$ cat config.mk
export PLATFORM = sky130hd
export DESIGN_NAME = assoc_cache
export DESIGN_NICKNAME = d
export VERILOG_FILES = /design/src/rtl/cache_pkg.sv /design/src/rtl/cache_tag_match.sv /design/src/rtl/cache_age_lru.sv /design/src/rtl/assoc_cache.sv
export SDC_FILE = /design/constraint.sdc
export NUM_CORES = 1
export LEC_CHECK = 0
export ABC_AREA = 1
export BUFFER_PORTS_ARGS = -buffer_cell sky130_fd_sc_hd__buf_2
export CORE_MARGIN = 2
export CORE_UTILIZATION = 45
export CTS_CLUSTER_DIAMETER = 150
export DETAILED_ROUTE_END_ITERATION = 10
export PLACE_DENSITY = 0.59
export SLEW_MARGIN = 20
export SYNTH_ARGS = -nofsm -noshare
export SYNTH_HDL_FRONTEND = slang
export SYNTH_SLANG_ARGS = --single-unit
$ cat constraint.sdc
create_clock -name clk -period 3.5 [get_ports clk]
set_input_delay 0.7 -clock clk [delete_from_list [all_inputs] [get_ports clk]]
set_output_delay 0.7 -clock clk [all_outputs]
set_load 0.05 [all_outputs]
$ cat src/rtl/cache_pkg.sv
package cache_pkg;
   typedef enum logic [1:0] {
      ST_IDLE  = 2'd0,
      ST_WBACK = 2'd1,
      ST_FILL  = 2'd2,
      ST_WTHRU = 2'd3
   } cache_state_e;
endpackage

$ cat src/rtl/cache_tag_match.sv
module cache_tag_match #(
   parameter int WAYS  = 2,
   parameter int WAY_W = 1,
   parameter int TAG_W = 6
) (
   input  logic [WAYS-1:0]            line_valid,
   input  logic [WAYS-1:0][TAG_W-1:0] line_tags,
   input  logic [TAG_W-1:0]           look_tag,
   input  logic [WAY_W-1:0]           lru_way,
   output logic                       hit,
   output logic [WAY_W-1:0]           hit_way,
   output logic [WAY_W-1:0]           victim_way
);
   // parallel compare across all ways; empty ways win over the age choice
   always_comb begin
      hit        = 1'b0;
      hit_way    = '0;
      victim_way = lru_way;
      for (int w = WAYS - 1; w >= 0; w--) begin
         if (!line_valid[w]) victim_way = WAY_W'(w);
      end
      for (int w = 0; w < WAYS; w++) begin
         if (line_valid[w] && line_tags[w] == look_tag) begin
            hit     = 1'b1;
            hit_way = WAY_W'(w);
         end
      end
   end
endmodule

$ cat src/rtl/cache_age_lru.sv
module cache_age_lru #(
   parameter int SETS  = 4,
   parameter int WAYS  = 2,
   parameter int SET_W = 2,
   parameter int WAY_W = 1
) (
   input  logic             clk,
   input  logic             rst,
   input  logic             touch_en,
   input  logic [SET_W-1:0] touch_set,
   input  logic [WAY_W-1:0] touch_way,
   input  logic [SET_W-1:0] query_set,
   output logic [WAY_W-1:0] lru_way
);
   generate
      if (WAYS == 1) begin : g_single
         assign lru_way = '0;
      end else begin : g_ages
         logic [WAYS-1:0][WAY_W-1:0] age_q [SETS];

         always_ff @(posedge clk) begin
            if (rst) begin
               for (int s = 0; s < SETS; s++)
                  for (int w = 0; w < WAYS; w++)
                     age_q[s][w] <= WAY_W'(w);
            end else if (touch_en) begin
               for (int w = 0; w < WAYS; w++) begin
                  if (WAY_W'(w) == touch_way)
                     age_q[touch_set][w] <= '0;
                  else if (age_q[touch_set][w] < age_q[touch_set][touch_way])
                     age_q[touch_set][w] <= age_q[touch_set][w] + 1'b1;
               end
            end
         end

         always_comb begin
            lru_way = '0;
            for (int w = 0; w < WAYS; w++)
               if (age_q[query_set][w] == WAY_W'(WAYS - 1)) lru_way = WAY_W'(w);
         end
      end
   endgenerate
endmodule

$ cat src/rtl/assoc_cache.sv
module assoc_cache
   import cache_pkg::*;
#(
   parameter int ADDR_W     = 12,
   parameter int SETS_LOG2  = 2,
   parameter int WAYS_LOG2  = 1,
   parameter int OFF_LOG2   = 2,
   parameter bit WRITE_BACK = 1'b1
) (
   input  logic                              clk,
   input  logic                              rst,
   input  logic                              req_valid,
   input  logic                              req_write,
   input  logic [ADDR_W-1:0]                 req_addr,
   input  logic [7:0]                        req_wdata,
   output logic                              req_ready,
   output logic                              rsp_valid,
   output logic [7:0]                        rsp_rdata,
   output logic                              mem_req,
   output logic                              mem_we,
   output logic [ADDR_W-OFF_LOG2-1:0]        mem_addr,
   output logic [8*(1<<OFF_LOG2)-1:0]        mem_wdata,
   output logic [(1<<OFF_LOG2)-1:0]          mem_wstrb,
   input  logic [8*(1<<OFF_LOG2)-1:0]        mem_rdata,
   input  logic                              mem_ack
);
   localparam int SETS      = 1 << SETS_LOG2;
   localparam int WAYS      = 1 << WAYS_LOG2;
   localparam int BLK_BYTES = 1 << OFF_LOG2;
   localparam int LINE_W    = 8 * BLK_BYTES;
   localparam int TAG_W     = ADDR_W - SETS_LOG2 - OFF_LOG2;
   localparam int SET_W     = (SETS_LOG2 > 0) ? SETS_LOG2 : 1;
   localparam int WAY_W     = (WAYS_LOG2 > 0) ? WAYS_LOG2 : 1;
   localparam int BADDR_W   = ADDR_W - OFF_LOG2;

   if (TAG_W < 1) begin : g_bad_tag
      $error("assoc_cache: address too narrow for set and offset fields");
   end
   if (OFF_LOG2 < 1) begin : g_bad_off
      $error("assoc_cache: block must hold at least two bytes");
   end

   cache_state_e state_q;
   logic [ADDR_W-1:0] q_addr;
   logic              q_write;
   logic [7:0]        q_wdata;
   logic [WAY_W-1:0]  q_way;

   logic [WAYS-1:0]                valid_q [SETS];
   logic [WAYS-1:0]                dirty_q [SETS];
   logic [WAYS-1:0][TAG_W-1:0]     tag_q   [SETS];
   logic [WAYS-1:0][LINE_W-1:0]    data_q  [SETS];

   logic [TAG_W-1:0]    in_tag, q_tag;
   logic [OFF_LOG2-1:0] in_off, q_off;
   logic [SET_W-1:0]    in_set, q_set;
   logic [BADDR_W-1:0]  wb_baddr;

   assign in_tag = req_addr[ADDR_W-1 -: TAG_W];
   assign q_tag  = q_addr[ADDR_W-1 -: TAG_W];
   assign in_off = req_addr[OFF_LOG2-1:0];
   assign q_off  = q_addr[OFF_LOG2-1:0];

   generate
      if (SETS_LOG2 == 0) begin : g_one_set
         assign in_set   = '0;
         assign q_set    = '0;
         assign wb_baddr = tag_q[q_set][q_way];
      end else begin : g_many_sets
         assign in_set   = req_addr[OFF_LOG2 +: SETS_LOG2];
         assign q_set    = q_addr[OFF_LOG2 +: SETS_LOG2];
         assign wb_baddr = {tag_q[q_set][q_way], q_set};
      end
   endgenerate

   logic             lk_hit;
   logic [WAY_W-1:0] lk_hit_way, lk_victim, lru_way;
   logic [WAYS-1:0]  set_valid;
   assign set_valid = valid_q[in_set];

   cache_tag_match #(.WAYS(WAYS), .WAY_W(WAY_W), .TAG_W(TAG_W)) u_match (
      .line_valid (set_valid),
      .line_tags  (tag_q[in_set]),
      .look_tag   (in_tag),
      .lru_way    (lru_way),
      .hit        (lk_hit),
      .hit_way    (lk_hit_way),
      .victim_way (lk_victim)
   );

   logic             fill_done, touch_en;
   logic [SET_W-1:0] touch_set;
   logic [WAY_W-1:0] touch_way;
   assign fill_done = (state_q == ST_FILL) && mem_ack;
   assign touch_en  = ((state_q == ST_IDLE) && req_valid && lk_hit) || fill_done;
   assign touch_set = fill_done ? q_set : in_set;
   assign touch_way = fill_done ? q_way : lk_hit_way;

   cache_age_lru #(.SETS(SETS), .WAYS(WAYS), .SET_W(SET_W), .WAY_W(WAY_W)) u_lru (
      .clk       (clk),
      .rst       (rst),
      .touch_en  (touch_en),
      .touch_set (touch_set),
      .touch_way (touch_way),
      .query_set (in_set),
      .lru_way   (lru_way)
   );

   logic [LINE_W-1:0] fill_line;
   always_comb begin
      fill_line = mem_rdata;
      if (q_write) fill_line[8*q_off +: 8] = q_wdata;
   end

   assign req_ready = (state_q == ST_IDLE);

   always_comb begin
      mem_req   = 1'b0;
      mem_we    = 1'b0;
      mem_addr  = q_addr[ADDR_W-1:OFF_LOG2];
      mem_wdata = '0;
      mem_wstrb = '0;
      case (state_q)
         ST_WBACK: begin
            mem_req   = 1'b1;
            mem_we    = 1'b1;
            mem_addr  = wb_baddr;
            mem_wdata = data_q[q_set][q_way];
            mem_wstrb = '1;
         end
         ST_FILL: mem_req = 1'b1;
         ST_WTHRU: begin
            mem_req   = 1'b1;
            mem_we    = 1'b1;
            mem_wdata = {BLK_BYTES{q_wdata}};
            mem_wstrb = BLK_BYTES'(1) << q_off;
         end
         default: ;
      endcase
   end

   always_ff @(posedge clk) begin
      if (rst) begin
         state_q   <= ST_IDLE;
         q_addr    <= '0;
         q_write   <= 1'b0;
         q_wdata   <= '0;
         q_way     <= '0;
         rsp_valid <= 1'b0;
         rsp_rdata <= '0;
         for (int s = 0; s < SETS; s++) begin
            valid_q[s] <= '0;
            dirty_q[s] <= '0;
         end
      end else begin
         rsp_valid <= 1'b0;
         case (state_q)
            ST_IDLE: if (req_valid) begin
               q_addr  <= req_addr;
               q_write <= req_write;
               q_wdata <= req_wdata;
               q_way   <= lk_victim;
               if (lk_hit) begin
                  if (!req_write) begin
                     rsp_valid <= 1'b1;
                     rsp_rdata <= data_q[in_set][lk_hit_way][8*in_off +: 8];
                  end else begin
                     data_q[in_set][lk_hit_way][8*in_off +: 8] <= req_wdata;
                     if (WRITE_BACK) dirty_q[in_set][lk_hit_way] <= 1'b1;
                     else            state_q <= ST_WTHRU;
                  end
               end else if (req_write && !WRITE_BACK) begin
                  state_q <= ST_WTHRU;
               end else if (WRITE_BACK && valid_q[in_set][lk_victim] &&
                            dirty_q[in_set][lk_victim]) begin
                  state_q <= ST_WBACK;
               end else begin
                  state_q <= ST_FILL;
               end
            end
            ST_WBACK: if (mem_ack) state_q <= ST_FILL;
            ST_FILL: if (mem_ack) begin
               data_q[q_set][q_way]  <= fill_line;
               tag_q[q_set][q_way]   <= q_tag;
               valid_q[q_set][q_way] <= 1'b1;
               dirty_q[q_set][q_way] <= WRITE_BACK && q_write;
               if (!q_write) begin
                  rsp_valid <= 1'b1;
                  rsp_rdata <= mem_rdata[8*q_off +: 8];
               end
               state_q <= ST_IDLE;
            end
            ST_WTHRU: if (mem_ack) state_q <= ST_IDLE;
            default: state_q <= ST_IDLE;
         endcase
      end
   end
endmodule

==> results of run 1 <==
through the flow:
step	utilization [%]	total power, uW	cell area (um^2)	hold slack (ps)
floorplan	-	7320	20700	466
global placement	49.5	8410	22500	490
detailed placement	49.5	8440	22500	507
CTS	52.7	13000	23900	427
global route	52.7	13500	23900	457
finish	52.7	13000	23900	442
worst reg2reg max path, stage by stage, from the launching register on:
cell and delay, ps:
dfxtp_1 380, inv_2 270, nand2_2 120, nor2_4 160, inv_1 130, nor2_2 330, nand2_1 150, o21ai_0 160
nand2_1 480, nor2_1 340, buf_4 180
state kept, by name, summed over array words and instances, names as in the netlist, named ones only:
| signal | flops |
|---|---|
| valid_q | 8 |
| q_addr | 12 |
| q_way | 1 |
| q_write | 1 |
| u_lru.g_ages.age_q | 8 |
| dirty_q | 8 |
| rsp_valid | 1 |
| data_q | 256 |
| q_wdata | 8 |
| rsp_rdata | 8 |
| state_q | 2 |
| tag_q | 64 |
cell usage in the layout (no fill, tap or decap), types with 3 or more instances in the layout:
master     synthesis  routed
edfxtp_1         343     343
bufinv_16          0       5
o221ai_1          33      33
nor3_1             5       5
nand3b_1          10      10
a211oi_1           8       8
nand4_1           13      13
o22ai_1            7       7
a21oi_1          376     376
dfxtp_1           36      33
xor2_1             6       6
buf_12             0       8
inv_2              6       4
clkbuf_16          0      45
clkinv_2           0       6
nand2_1          383     383
a22oi_1            4       4
nand2_2            9       9
mux2i_1           16      16
o21ai_1            3       3
ha_1              10      10
o21ai_0          346     346
buf_4             10     132
nor2_4             3       4
o211ai_1          20      20
nor2_1           162     161
inv_1            282     282
buf_2             13     112
clkbuf_1         114      15
nand3_1          172     172
clkinv_1           1       5
o21a_1             4       4
kinds of logic (layout without fill, tap and decap cells):
logic type | count (synthesis) | after routing | synth area share [%]
AO/OA/AOI/OAI | 808 | 808 | 20.7
AND/OR/NAND/NOR | 764 | 764 | 15.7
buffers and inverters | 455 | 621 | 8.76
flip-flops | 379 | 379 | 53.2
multiplexers | 16 | 16 | 0.773
adder cells (fa/ha/maj) | 10 | 10 | 0.604
XOR/XNOR | 6 | 6 | 0.254
other | 0 | 1 | 0
cell type report:
type	instances	area, um^2	share of cell area (%)
Sequential cell	379	11000	46.1
Antenna cell	1	2.50	0.0105
Timing Repair Buffer	255	1760	7.36
Tap cell	600	751	3.14
Clock inverter	15	203	0.847
Inverter	289	1090	4.55
Multi-Input combinational cell	1604	7880	32.9
Clock buffer	62	1210	5.06
worst min-delay path by stage:
stage / from / to / slack [ps] / cells past startpoint
2_1_floorplan: q_wdata[7]$_SDFFE_PP0P_ / q_wdata[7]$_SDFFE_PP0P_ / 470 / 2
3_3_place_gp: q_wdata[5]$_SDFFE_PP0P_ / q_wdata[5]$_SDFFE_PP0P_ / 490 / 2
3_5_place_dp: rsp_rdata[6]$_SDFFE_PP0P_ / rsp_rdata[6]$_SDFFE_PP0P_ / 510 / 4
4_1_cts: req_addr[9] / q_addr[9]$_SDFFE_PP0P_ / 430 / 3
5_1_grt: req_addr[9] / q_addr[9]$_SDFFE_PP0P_ / 460 / 3
6_report: req_addr[9] / q_addr[9]$_SDFFE_PP0P_ / 440 / 3
report_power, final:
part | internal (uW) | switching [uW] | leakage [uW]
clock | 2770 | 1830 | 0.000688
sequential | 5130 | 159 | 0.00349
combinational | 821 | 2300 | 0.00571
routing by layer:
layer,share of wire (%),up-vias
li1,-,8696
met2,46,873
met1,43,9051
met4,2.9,0
met5,0,-
met3,8.5,121
==> flow_summary.yaml, run 1 <==
worst_setup_path:
  crit_arrival_ps: 2640
  reg2reg_slack_ps: 490
  crit_path_end_kind: "output port"
  crit_type: "reg -> out"
  cp.required_ps: 2800
  cp.depth: 6
  path_cells: "buf_4 -> a21oi_1 -> o21ai_0 -> o221ai_1 -> nand2_1 -> buf_2"
  reg2reg_depth: 10
  critPathMaxStageDelay_ps: 580
  cp_max_fo: 36
  reg2reg_to: "data_q[2][53]$_DFFE_PP_"
  critical-path-top-delay-family: "buffers and inverters"
  crit_path_top_delay_cell: "dfxtp_4"
  crit_buf_inv: 2
  setup.worst_path.start_class: "flop"
  crit_end: "mem_wdata[26]"
  reg2reg_from: "state_q[0]$_SDFFE_PP0P_"
clocking:
  cts_root_buf: "clkbuf_16"
  cts.sinks: 379
  cts-buffers-inserted: 43
  insertion_delay_ps: 580
  cts_setup_buffers: 1
  clk_pin_slew_ps: 60
  cts_hold_buffers: 0
  cts_buffer_depth: 3
  cts_tree: "built"
  htreeDepth: 2
  cts_resized: 0
finish:
  area_growth_syn_to_layout_pct: 15.5
  num-fill-cells: 4217
  nets: 2639
  instances_no_fill: 3205
  layout-drive-gt1-share_pct: 13.1
detailed_routing:
  routed_wl_mm: 73.3
  vias: 18700
  vias_per_cell: 5.85
  drcViolationCount: 0
  firstDrtPassIters: 6
  first_iter_violations: 2335
  routedWlPerCell_um: 22.9
  ant_nets: 0
timing:
  finalSetupViolCount: 0
  slew_violations: 0
  finalSetupTns_ps: 0
  finalCriticalPeriod_ps: 3340
  max_freq_mhz: 300
  grt_setup_unrepaired: "false"
  setup_ws_ps: 165
  tightest_slew_ps: 949
  relSlewSlack_pct: 36.2
  skew_ps: 20.1
  hold_viol: 0
  fin_crit_sh_pct: 95.3
global_route:
  grt_use_met2_pct: 47.8
  antenna_found_initial: 1
  grt_pass1_vias: 17300
  grt_use_met1_pct: 42.5
  grt_use_met3_pct: 5.39
  grt_max_degree: 188
  grtUsageTotal_pct: 30.3
  grt_pass1_wl_mm: 108
  grt-busiest-layer: "met2"
  overflow: 0
logic_synthesis:
  syn_inst: 2438
  synth_top_cell_area_share_pct: 49.7
  synth.ff_latch_count: 379
  synth_edf_count: 343
  synth_common_cells: "383 x nand2_1, 376 x a21oi_1, 346 x o21ai_0"
  synth_async_sr_flop_share_pct: 0
  synth.most_common_cell: "nand2_1"
  yosysSeqAreaShare_pct: 53.2
  synth_nets: 2505
  netlist_area_um2: 20700
  synth_cell_type_count: 39
  syn_area_per_cell_um2: 8.49
  synth_warnings: 0
  post_synth_main_area_contributors: "edfxtp_1 50%, a21oi_1 9.1%, o21ai_0 8.4%"
  synth_top_area_cell: "edfxtp_1"
  ys.flop_type: "edfxtp_1"
min_path:
  hp-class: "in -> reg"
pwr:
  p_leak_uw: 0.00989
  power-per-cell-area_nw_per_um2: 544
  peakVddDrop_v: 0.000556
placement:
  portBuffers: 114
  place.gp.congestion: 0.960
  place_ws_ps: 196
  hpwl_mm: 50.6
  dp.cells: 3125
die:
  fp.dieW_um: 219
  ios: 115
  core_area_um2: 45400
  num_rows: 78
  start_util_pct: 45.6
  dieArea_um2: 47700
  die_h_um: 219
outcome:
  status: "finished clean"
run:
  cap_violations: 0
No activity file was read; power rests on OpenSTA's default activity.
==> run 2, diff against run 1 <==
==> constraint.sdc (replaced) <==
create_clock -name clk -period 3.81 [get_ports clk]
set_input_delay 0.762 -clock clk [delete_from_list [all_inputs] [get_ports clk]]
set_output_delay 0.762 -clock clk [all_outputs]
set_load 0.05 [all_outputs]
==> flow_summary.yaml, run 2 (same netlist as run 1, synthesis figures left out) <==
outcome:
  status: "finished clean"
detailed_routing:
  firstDrtPassIters: 6
  routed_wl_mm: 71.5
  ant_nets: 0
  vias_per_cell: 5.80
  routedWlPerCell_um: 22.5
  first_iter_violations: 2158
  drcViolationCount: 0
  vias: 18400
clocking:
  clk_pin_slew_ps: 60
  insertion_delay_ps: 580
  cts-buffers-inserted: 41
  cts_setup_buffers: 0
  cts_hold_buffers: 0
  cts_tree: "built"
  cts.sinks: 379
  htreeDepth: 2
  cts_buffer_depth: 3
  cts_resized: 0
  cts_root_buf: "clkbuf_16"
timing:
  relSlewSlack_pct: 29.6
  finalCriticalPeriod_ps: 3410
  hold_viol: 0
  slew_violations: 0
  max_freq_mhz: 293
  skew_ps: 25.3
  finalSetupTns_ps: 0
  grt_setup_unrepaired: "false"
  finalSetupViolCount: 0
  fin_hold_ws_ps: 515
  fin_crit_sh_pct: 89.5
  setup_ws_ps: 398
  tightest_slew_ps: 1050
placement:
  hpwl_mm: 49.2
  place.gp.congestion: 0.952
  portBuffers: 114
  place_ws_ps: 249
global_route:
  grtUsageTotal_pct: 29.6
  grt_pass1_wl_mm: 105
  overflow: 0
  grt_max_degree: 192
  grt_pass1_vias: 17000
  antenna_found_initial: 7
finish:
  area_growth_syn_to_layout_pct: 14.4
  final_common_cell: "nand2_1"
  nets: 2612
  regMostFlops: "data_q"
  top_regs: "data_q x256, tag_q x64, q_addr x12"
  layout-drive-gt1-share_pct: 12.5
  multi_input_area_um2: 7880
  final_cell_mix: "383 x nand2_1, 376 x a21oi_1, 346 x o21ai_0"
  final-seq-area_um2: 11000
  fin_util_pct: 52.2
  num-fill-cells: 4218
  largest_reg_flops: 256
pwr:
  peakVddDrop_v: 0.000353
  power-per-cell-area_nw_per_um2: 502
  p_leak_uw: 0.00975
  report.power.total_uw: 11900
worst_setup_path:
  crit_path_end_kind: "output port"
  cp.required_ps: 3050
  cp_max_fo: 99
  crit_type: "reg -> out"
  setup.worst_path.start_class: "flop"
  crit_arrival_ps: 2650
die:
  dieArea_um2: 47700
  ios: 115
  start_util_pct: 45.6
  die_h_um: 219
  fp.dieW_um: 219
  core_area_um2: 45400
  num_rows: 78
min_path:
  hp-class: "reg -> reg"
run:
  cap_violations: 0
-- run 2: cell count changes in the layout (fill, tap and decap cells not counted) --
cell and change:
buf_12 -1, buf_16 -1, buf_6 -1, buf_4 -22, clkbuf_1 -8, inv_6 +1
clkinv_2 +2, clkinvlp_4 +4, bufinv_16 +2, clkbuf_8 +1, clkbuf_16 -4
-- run 2: routing by layer --
layer / share of wire, % / global-route usage, % / wire length, um
met5: 0.036 / 0 / 26
met4: 3.3 / 9.91 / 2390
met3: 8.5 / 5.34 / 6100
met2: 46 / 47.2 / 33000
met1: 42 / 40.7 / 30000
-- run 2: critical path, stage by stage (launching register included) --
cell	delay, ps
dfxtp_4	520
buf_12	360
a21oi_1	160
o21ai_0	440
o221ai_1	170
nand2_1	90
buf_2	290
-- run 2: power breakdown --
group	switching (uW)	internal, uW
Sequential	137	4720
Clock	1700	2520
Combinational	2090	714
Total	3930	7950
-- run 2: final cells by class --
cell class,instances,share of cell area [%]
antenna,1,0.0106
multi-input combinational,1604,33.3
tap,600,3.17
clock inverter,24,1.32
inverter,289,4.59
clock buffer,51,4.62
timing repair buffer,230,6.49
sequential,379,46.6
-- run 2: per-stage QoR --
| stage | area (um^2) | std cells |
|---|---|---|
| 6_report | 23700 | 3178 |
| 4_1_cts | 23700 | 3177 |
| 5_1_grt | 23700 | 3177 |
| 2_1_floorplan | 20700 | 2438 |
| 3_5_place_dp | 22300 | 3102 |
| 3_3_place_gp | 22300 | 3102 |
-- run 2: path summary, 6_finish.rpt --
kind | startpoint | end | slack (ps) | cells after the start
worst min-delay path | q_wdata[5]$_SDFFE_PP0P_ | q_wdata[5]$_SDFFE_PP0P_ | 510 | 2
worst min register to register | q_wdata[5]$_SDFFE_PP0P_ | q_wdata[5]$_SDFFE_PP0P_ | 510 | 2
worst max register to register | state_q[0]$_SDFFE_PP0P_ | data_q[0][20]$_DFFE_PP_ | 550 | 10
worst max-delay path | flop | mem_wdata[16] | 400 | 6
